<file path="config.mk">
export PLATFORM = sky130hd
export DESIGN_NAME = opalu_core
export DESIGN_NICKNAME = d
export VERILOG_FILES = /design/src/rtl/opalu_pkg.sv /design/src/rtl/opalu_decode.sv /design/src/rtl/opalu_func.sv /design/src/rtl/opalu_ccreg.sv /design/src/rtl/opalu_core.sv
export SDC_FILE = /design/constraint.sdc
export NUM_CORES = 1
export LEC_CHECK = 0
export CELL_PAD_IN_SITES_DETAIL_PLACEMENT = 1
export CELL_PAD_IN_SITES_GLOBAL_PLACEMENT = 2
export CORE_MARGIN = 3
export CORE_UTILIZATION = 21
export DETAILED_ROUTE_END_ITERATION = 10
export PLACE_DENSITY = 0.88
export SYNTH_ARGS = -nofsm -noshare
export SYNTH_HDL_FRONTEND = slang
export SYNTH_SLANG_ARGS = --single-unit
</file>
<file path="constraint.sdc">
create_clock -name clk -period 12.74 [get_ports clk]
set_input_delay 2.548 -clock clk [delete_from_list [all_inputs] [get_ports clk]]
set_output_delay 2.548 -clock clk [all_outputs]
set_load 0.005 [all_outputs]
</file>
<file path="src/rtl/opalu_pkg.sv">
package opalu_pkg;
   localparam int INSTR_W  = 16;
   localparam int OPC_HI   = 15;
   localparam int OPC_LO   = 12;
   localparam int MODE_BIT = 5;
   localparam int IMM_W    = 5;
   localparam int OPC_W    = OPC_HI - OPC_LO + 1;

   localparam logic [OPC_W-1:0] OPC_ADD = 4'b0001;
   localparam logic [OPC_W-1:0] OPC_AND = 4'b0101;
   localparam logic [OPC_W-1:0] OPC_NOT = 4'b1001;

   typedef enum logic [1:0] {
      FN_NONE = 2'd0,
      FN_ADD  = 2'd1,
      FN_AND  = 2'd2,
      FN_NOT  = 2'd3
   } fn_e;

   typedef struct packed {
      fn_e              fn;
      logic             use_imm;
      logic [IMM_W-1:0] imm;
   } dec_t;

   typedef struct packed {
      logic neg;
      logic zero;
      logic pos;
   } nzp_t;

   localparam nzp_t NZP_RESET = '{neg: 1'b0, zero: 1'b1, pos: 1'b0};
endpackage

</file>
<file path="src/rtl/opalu_decode.sv">
module opalu_decode
   import opalu_pkg::*;
#(
   parameter int DATA_W = 16
) (
   input  logic [INSTR_W-1:0] instr,
   input  logic [DATA_W-1:0]  src_b,
   output fn_e                fn,
   output logic               is_operate,
   output logic [DATA_W-1:0]  operand_b
);
   localparam int EXT_W = DATA_W - IMM_W;

   dec_t              dec;
   logic [OPC_W-1:0]  opc;
   logic [DATA_W-1:0] imm_ext;
   logic              unused_fields;

   assign opc = instr[OPC_HI:OPC_LO];
   assign unused_fields = ^{instr[OPC_LO-1:MODE_BIT+1]};

   always_comb begin
      dec.fn      = FN_NONE;
      dec.use_imm = instr[MODE_BIT];
      dec.imm     = instr[IMM_W-1:0];
      unique case (opc)
         OPC_ADD: dec.fn = FN_ADD;
         OPC_AND: dec.fn = FN_AND;
         OPC_NOT: dec.fn = FN_NOT;
         default: dec.fn = FN_NONE;
      endcase
   end

   generate
      if (EXT_W > 0) begin : g_sext
         assign imm_ext = {{EXT_W{dec.imm[IMM_W-1]}}, dec.imm};
      end else begin : g_trunc
         assign imm_ext = dec.imm[DATA_W-1:0];
      end
   endgenerate

   always_comb begin
      operand_b = src_b;
      if (dec.fn != FN_NOT && dec.use_imm) operand_b = imm_ext;
   end

   assign fn         = dec.fn;
   assign is_operate = (dec.fn != FN_NONE);
endmodule

</file>
<file path="src/rtl/opalu_func.sv">
module opalu_func
   import opalu_pkg::*;
#(
   parameter int DATA_W      = 16,
   parameter int ADDER_STYLE = 0
) (
   input  fn_e               fn,
   input  logic [DATA_W-1:0] a,
   input  logic [DATA_W-1:0] b,
   output logic [DATA_W-1:0] y
);
   logic [DATA_W-1:0] sum;

   generate
      if (ADDER_STYLE == 0) begin : g_add_infer
         assign sum = a + b;
      end else begin : g_add_ripple
         logic [DATA_W:0] carry;
         logic            unused_cout;
         assign carry[0]    = 1'b0;
         assign unused_cout = carry[DATA_W];
         for (genvar i = 0; i < DATA_W; i++) begin : g_bit
            assign sum[i]     = a[i] ^ b[i] ^ carry[i];
            assign carry[i+1] = (a[i] & b[i]) | (carry[i] & (a[i] ^ b[i]));
         end
      end
   endgenerate

   always_comb begin
      unique case (fn)
         FN_ADD:  y = sum;
         FN_AND:  y = a & b;
         FN_NOT:  y = ~a;
         default: y = '0;
      endcase
   end
endmodule

</file>
<file path="src/rtl/opalu_ccreg.sv">
module opalu_ccreg
   import opalu_pkg::*;
#(
   parameter int DATA_W = 16
) (
   input  logic              clk,
   input  logic              rst_n,
   input  logic              load,
   input  logic              pick_local,
   input  logic [DATA_W-1:0] local_val,
   input  logic [DATA_W-1:0] bus_val,
   output nzp_t              flags
);
   logic [DATA_W-1:0] wr_val;
   nzp_t              next_cls;

   assign wr_val = pick_local ? local_val : bus_val;

   always_comb begin
      next_cls.neg  = wr_val[DATA_W-1];
      next_cls.zero = (wr_val == '0);
      next_cls.pos  = !wr_val[DATA_W-1] && (wr_val != '0);
   end

   always_ff @(posedge clk or negedge rst_n) begin
      if (!rst_n)    flags <= NZP_RESET;
      else if (load) flags <= next_cls;
   end
endmodule

</file>
<file path="src/rtl/opalu_core.sv">
module opalu_core
   import opalu_pkg::*;
#(
   parameter int DATA_W      = 16,
   parameter int ADDER_STYLE = 0
) (
   input  logic              clk,
   input  logic              rst_n,
   input  logic [15:0]       instr,
   input  logic [DATA_W-1:0] src_a,
   input  logic [DATA_W-1:0] src_b,
   input  logic [DATA_W-1:0] bus_val,
   input  logic              cc_en,
   output logic [DATA_W-1:0] result,
   output logic              flag_n,
   output logic              flag_z,
   output logic              flag_p
);
   generate
      if (DATA_W < IMM_W + 1) begin : g_bad_width
         $error("opalu_core: DATA_W must exceed the immediate width");
      end
      if (ADDER_STYLE != 0 && ADDER_STYLE != 1) begin : g_bad_style
         $error("opalu_core: ADDER_STYLE must be 0 or 1");
      end
   endgenerate

   fn_e               fn;
   logic              is_op;
   logic [DATA_W-1:0] opnd_b;
   logic [DATA_W-1:0] alu_y;
   nzp_t              flags;

   opalu_decode #(.DATA_W(DATA_W)) u_dec (
      .instr      (instr),
      .src_b      (src_b),
      .fn         (fn),
      .is_operate (is_op),
      .operand_b  (opnd_b)
   );

   opalu_func #(.DATA_W(DATA_W), .ADDER_STYLE(ADDER_STYLE)) u_fn (
      .fn (fn),
      .a  (src_a),
      .b  (opnd_b),
      .y  (alu_y)
   );

   opalu_ccreg #(.DATA_W(DATA_W)) u_cc (
      .clk        (clk),
      .rst_n      (rst_n),
      .load       (cc_en),
      .pick_local (is_op),
      .local_val  (alu_y),
      .bus_val    (bus_val),
      .flags      (flags)
   );

   assign result = alu_y;
   assign flag_n = flags.neg;
   assign flag_z = flags.zero;
   assign flag_p = flags.pos;
endmodule

</file>
# == Word-level counts from Yosys, hierarchy flattened ==
# Cells that the tools add are included.
# word_totals
ff_bits,3
output_inout_bits,19
word_cells,23
# op_classes
add_sub_neg,1
n_eq_ne,7
muxes,4
n_bitwise,2
n_reduce_logical,6
# ops
operator,count
$pmux W16 S3,1
$mux W16,2
$add A16 B16 Y16,1
$and A16 B16 Y16,1
$logic_not A16 Y1,1
$not A16 Y16,1
$reduce_bool A16 Y1,1
$pmux W2 S3,1
$eq A2 B2 Y1 const B,2
$eq A4 B1 Y1 const B,1
$eq A4 B3 Y1 const B,1
$eq A4 B4 Y1 const B,1
$eq A2 B1 Y1 const B,1
$logic_and A1 B1 Y1,2
$ne A2 B2 Y1 const B,1
$reduce_bool A2 Y1,1
$logic_not A1 Y1,1

# == Longest topological paths before layout ==
# depth
depth_word,10
mapped_depth,18
mapped_depth_nobuf,13

# == Cells and area by module ==
# From an unflattened synthesis, not the netlist that was laid out.
# hier_totals
hier_cells,199
area_unflattened_um2,1506.4
# modules_own_cells
module,n_inst,cells_each,area_per_inst_um2,seq_area_each_um2
opalu_func,1,150,1047.3,0.0
opalu_decode,1,26,242.7,0.0
opalu_ccreg,1,23,216.5,76.3

# == Least setup slack after synthesis ==
# Ideal clock, no wire load.
# synth_path
path_type,input port to output port
from,input instr[14]
to,output result[14]
arrival_time_ns,5.598
path_slack_ns,4.594
stages,14
path_cell_list,buf_6 -> nand2b_2 -> buf_6 -> buf_2 -> o21ai_1 -> mux2_2 -> ha_1 -> fa_1 -> a21o_1 -> nand4_1 -> a2111oi_0 -> or4_1 -> a31oi_1 -> inv_1
# synth_between
elab_chain_len,7
# synth_rtl
element,line_no,text
start: declaration,opalu_core.sv:9,"input logic [15:0] instr,"
$eq A4 B4 Y1 (tied with other cells),opalu_decode.sv:26,unique case (opc)
$pmux W2 S3 *,opalu_decode.sv:26,
$ne A2 B2 Y1,opalu_decode.sv:44,if (dec.fn != FN_NOT && dec.use_imm) operand_b = imm_ext;
$logic_and A1 B1 Y1,opalu_decode.sv:44,
$mux W16,opalu_decode.sv:44,
$add A16 B16 Y16 or $and A16 B16 Y16 (tied branches),"opalu_func.sv:16, opalu_func.sv:32",
$pmux W16 S3 *,opalu_func.sv:30,unique case (fn)
end: declaration,opalu_core.sv:14,"output logic [DATA_W-1:0] result,"
# Mark *: on every way between the ends. The rest lies on a longest branch, timed or not.

# == Worst setup path in the final report ==
# layout_path
from,input instr[14]
to,output result[15]
# The elaborated chain is that of the path after synthesis.

==> run_results.csv <==
group,metric,value,unit
run_status,status,"finished, final reports clean",
logic_synthesis,synth_top_family_by_area,"compound AO/OA/AOI/OAI gates",
clock_tree,root_buffer,"clkbuf_8",
hold_path,hold_path.class,"register to register",
finish,largest_register_ffs,3,
finish,n_antenna_cell,0,
timing,slew_headroom,19.1,%
critical_path,cp-end-kind,"output pin",
critical_path,r2r_setup_slack,12.04,ns
grt,grt_use_total,14.6,%
logic_synthesis,synthTopCellsByCount,"nand2_1 (24), a21oi_1 (23), ha_1 (18)",
detailed_routing,post-route-drc-count,0,
hold_path,min-delay-start,"u_cc.flags[2]",
logic_synthesis,synth-adder-area-share,16.1,%
logic_synthesis,yosys_most_used_dff,"dfrtp_1",
critical_path,cp.required,10.19,ns
timing,rsz0062_at_grt,"no",
finish,final_nets,381,
logic_synthesis,ys_async_sr_fraction,100,%
critical_path,reg2regPathDepth,1,
timing,period_needed,10.07,ns
placement,dp_slack,2.58,ns
detailed_routing,vias,1963,
critical_path,critPathCapture,"result[15]",
timing,finalCritPeriodShare,79.0,%
logic_synthesis,synth_seq_area_share,5.00,%
clock_tree,cts_buffers,3,
clock_tree,cts_tree,"yes",
floorplanning,row_count,30,
logic_synthesis,synth_xor_area_share,5.16,%
placement,place_congestion,0.786,
timing,finalClockSkew,0,ns
pwr,power,0.139,mW
detailed_routing,routed_wl,6200,microns
logic_synthesis,netlist_area,0.00153,sq mm
detailed_routing,wire_per_inst,15.9,microns
floorplanning,die_area,0.00833,sq mm
pwr,ir_drop,0.0207,mV
critical_path,crit_start,"instr[14]",
timing,finalSetupViolations,0,
logic_synthesis,syn_inst,221,
detailed_routing,drt_iter0_markers,54,
logic_synthesis,avgSynthCellArea,6.91,sq um
clock_tree,clk-insertion-delay-late,0.21,ns
timing,fin_tns_setup,0,ns
detailed_routing,drtAntennaViolNets,0,
timing,report.final.slew_viol_count,0,
logic_synthesis,synthSimpleGateAreaFrac,25.1,%
detailed_routing,dr.pass1.iters,4,
floorplanning,pin_count,86,
grt,grt_max_degree,18,
clock_tree,cts_sinks,3,
placement,dp_hpwl,5120,microns
placement,place_area,0.00239,sq mm
critical_path,path_max_fanout,17,
pwr,p_per_area,57.2,mW/mm^2
critical_path,crit_type,"input pin to output pin",
clock_tree,postCtsSetupBuffers,0,
grt,grt_overflow,0,
critical_path,worst_r2r_endpoint,"u_cc.flags[1]",
timing,timing.fmax,99.3,MHz
timing,final_hold_viol_count,0,
grt,grt_pass1_wl,10200,microns
finish,regMostFlops,"u_cc.flags",
grt,grt_pass1_vias,2073,
clock_tree,clk_pin_slew,0.03,ns
pwr,p_leak,1.02,nW
logic_synthesis,synthMuxAreaShare,4.91,%
critical_path,crit_path_start_kind,"input pin",
floorplanning,die_x,91.3,microns
placement,port_buffers,79,
clock_tree,post_cts_resize_count,0,
critical_path,regToRegStartpoint,"u_cc.flags[1]",
logic_synthesis,yosysMostFrequentCell,"nand2_1",
logic_synthesis,synth_area_leaders,"ha_1 (15%), a21o_1 (8.4%), a21oi_1 (7.5%), nand2_1 (5.9%), o21ai_0 (4.6%)",
timing,timing.final.ws_setup,2.67,ns
logic_synthesis,synth-compound-area-share,38.4,%
logic_synthesis,synth_seq_cells,3,
clock_tree,hold_buffers,0,
placement,placed_cells,386,
logic_synthesis,synth_top_area_share,14.7,%
detailed_routing,viasPerCell,5.03,
logic_synthesis,synthDistinctLibCells,50,
finish,finalInstanceArea,0.00243,sq mm
clock_tree,clk_path_buf_depth,2,
floorplanning,coreArea,0.00691,sq mm
run,drv_cap,0,
floorplanning,start_util,22.1,%
timing,worst_pin_slew,1.21,ns
finish,area_growth,59.2,%
clock_tree,htree_levels,1,
finish,n_fill_cell,888,
logic_synthesis,ys_warn_count,0,
critical_path,cp_data_arrival_time,7.52,ns
finish,drive_above_1_share,5.78,%
logic_synthesis,syn-num-nets,307,
finish,stdcell_count,390,
grt,antenna_found_initial,0,
floorplanning,dieHeight,91.3,microns
finish,reg.largest.list,"u_cc.flags x3",
logic_synthesis,synth_edf_count,0,
logic_synthesis,synth_area_leader_cell,"ha_1",
-- worst min-delay path by stage --
stage / to / slack [ns] / depth (start not counted)
after CTS: u_cc.flags[0] / 0.57 / 2
after global placement: u_cc.flags[2] / 0.52 / 2
after detailed placement: u_cc.flags[0] / 0.56 / 2
after floorplan: u_cc.flags[2] / 0.52 / 2
final: u_cc.flags[2] / 0.55 / 2
after global routing: u_cc.flags[1] / 0.60 / 1
-- through the flow --
| stage | hold WS, ns | utilization, % |
|---|---|---|
| finish | 0.553 | 35.2 |
| global route | 0.597 | 35.2 |
| CTS | 0.573 | 35.2 |
| detailed placement | 0.562 | 34.6 |
| global placement | 0.518 | 34.6 |
| floorplan | 0.515 | - |
-- logic make-up after synthesis --
| kind of cell | count (synthesis) |
|---|---|
| compound gates | 90 |
| simple gates | 76 |
| fa+ha+maj | 19 |
| buf+inv | 17 |
| xor+xnor | 9 |
| mux | 7 |
| flops | 3 |
-- report_power, final --
group / leakage (nW) / switching [mW] / total [mW] / internal (mW)
logic: 0.962 / 0.0482 / 0.100 / 0.0521
clock network: 0.0228 / 0.00612 / 0.0275 / 0.0213
registers: 0.0332 / 0.000635 / 0.0114 / 0.0108
total: 1.02 / 0.0549 / 0.139 / 0.0842
-- critical path, stage by stage --
cell	delay, ns
clkdlybuf4s50_1	0.60
nand2b_2	0.48
o21ai_2	0.78
nor2_1	0.47
a21o_1	0.30
ha_1	0.35
o211ai_1	0.11
o21ai_1	0.43
a22oi_1	0.22
a311oi_1	0.35
or3_1	0.17
nand3_1	0.08
nand2_1	0.13
clkdlybuf4s50_1	0.50
-- final cells by class --
cell class	count	area [sq um]	area share, %
Inverter	7	26.3	1.08
Tap cell	96	120	4.94
Multi-Input combinational cell	201	1370	56.5
Clock buffer	4	45.0	1.85
Timing Repair Buffer	79	791	32.5
Sequential cell	3	76.3	3.14
-- cell usage in the layout, fill, tap and decap left out, types with 5 or more instances in the layout --
cell,n
o21ai_0,14
a21o_1,17
clkdlybuf4s50_1,79
nor3_1,5
a31oi_1,5
a21oi_1,23
inv_1,7
nor2_1,16
nand4_1,8
nand2_1,24
xnor2_1,7
o22ai_1,5
ha_1,18
-- layer usage --
metal  track usage (%)  vias to the layer above  wire length (microns)
met1              19.3                      918                   2770
met4              3.14                        0                     80
li1                  -                      989                      -
met2              25.5                       50                   3090
met5                 0                        -                      0
met3              1.41                        6                    255
No activity file was read; power rests on OpenSTA's default activity.
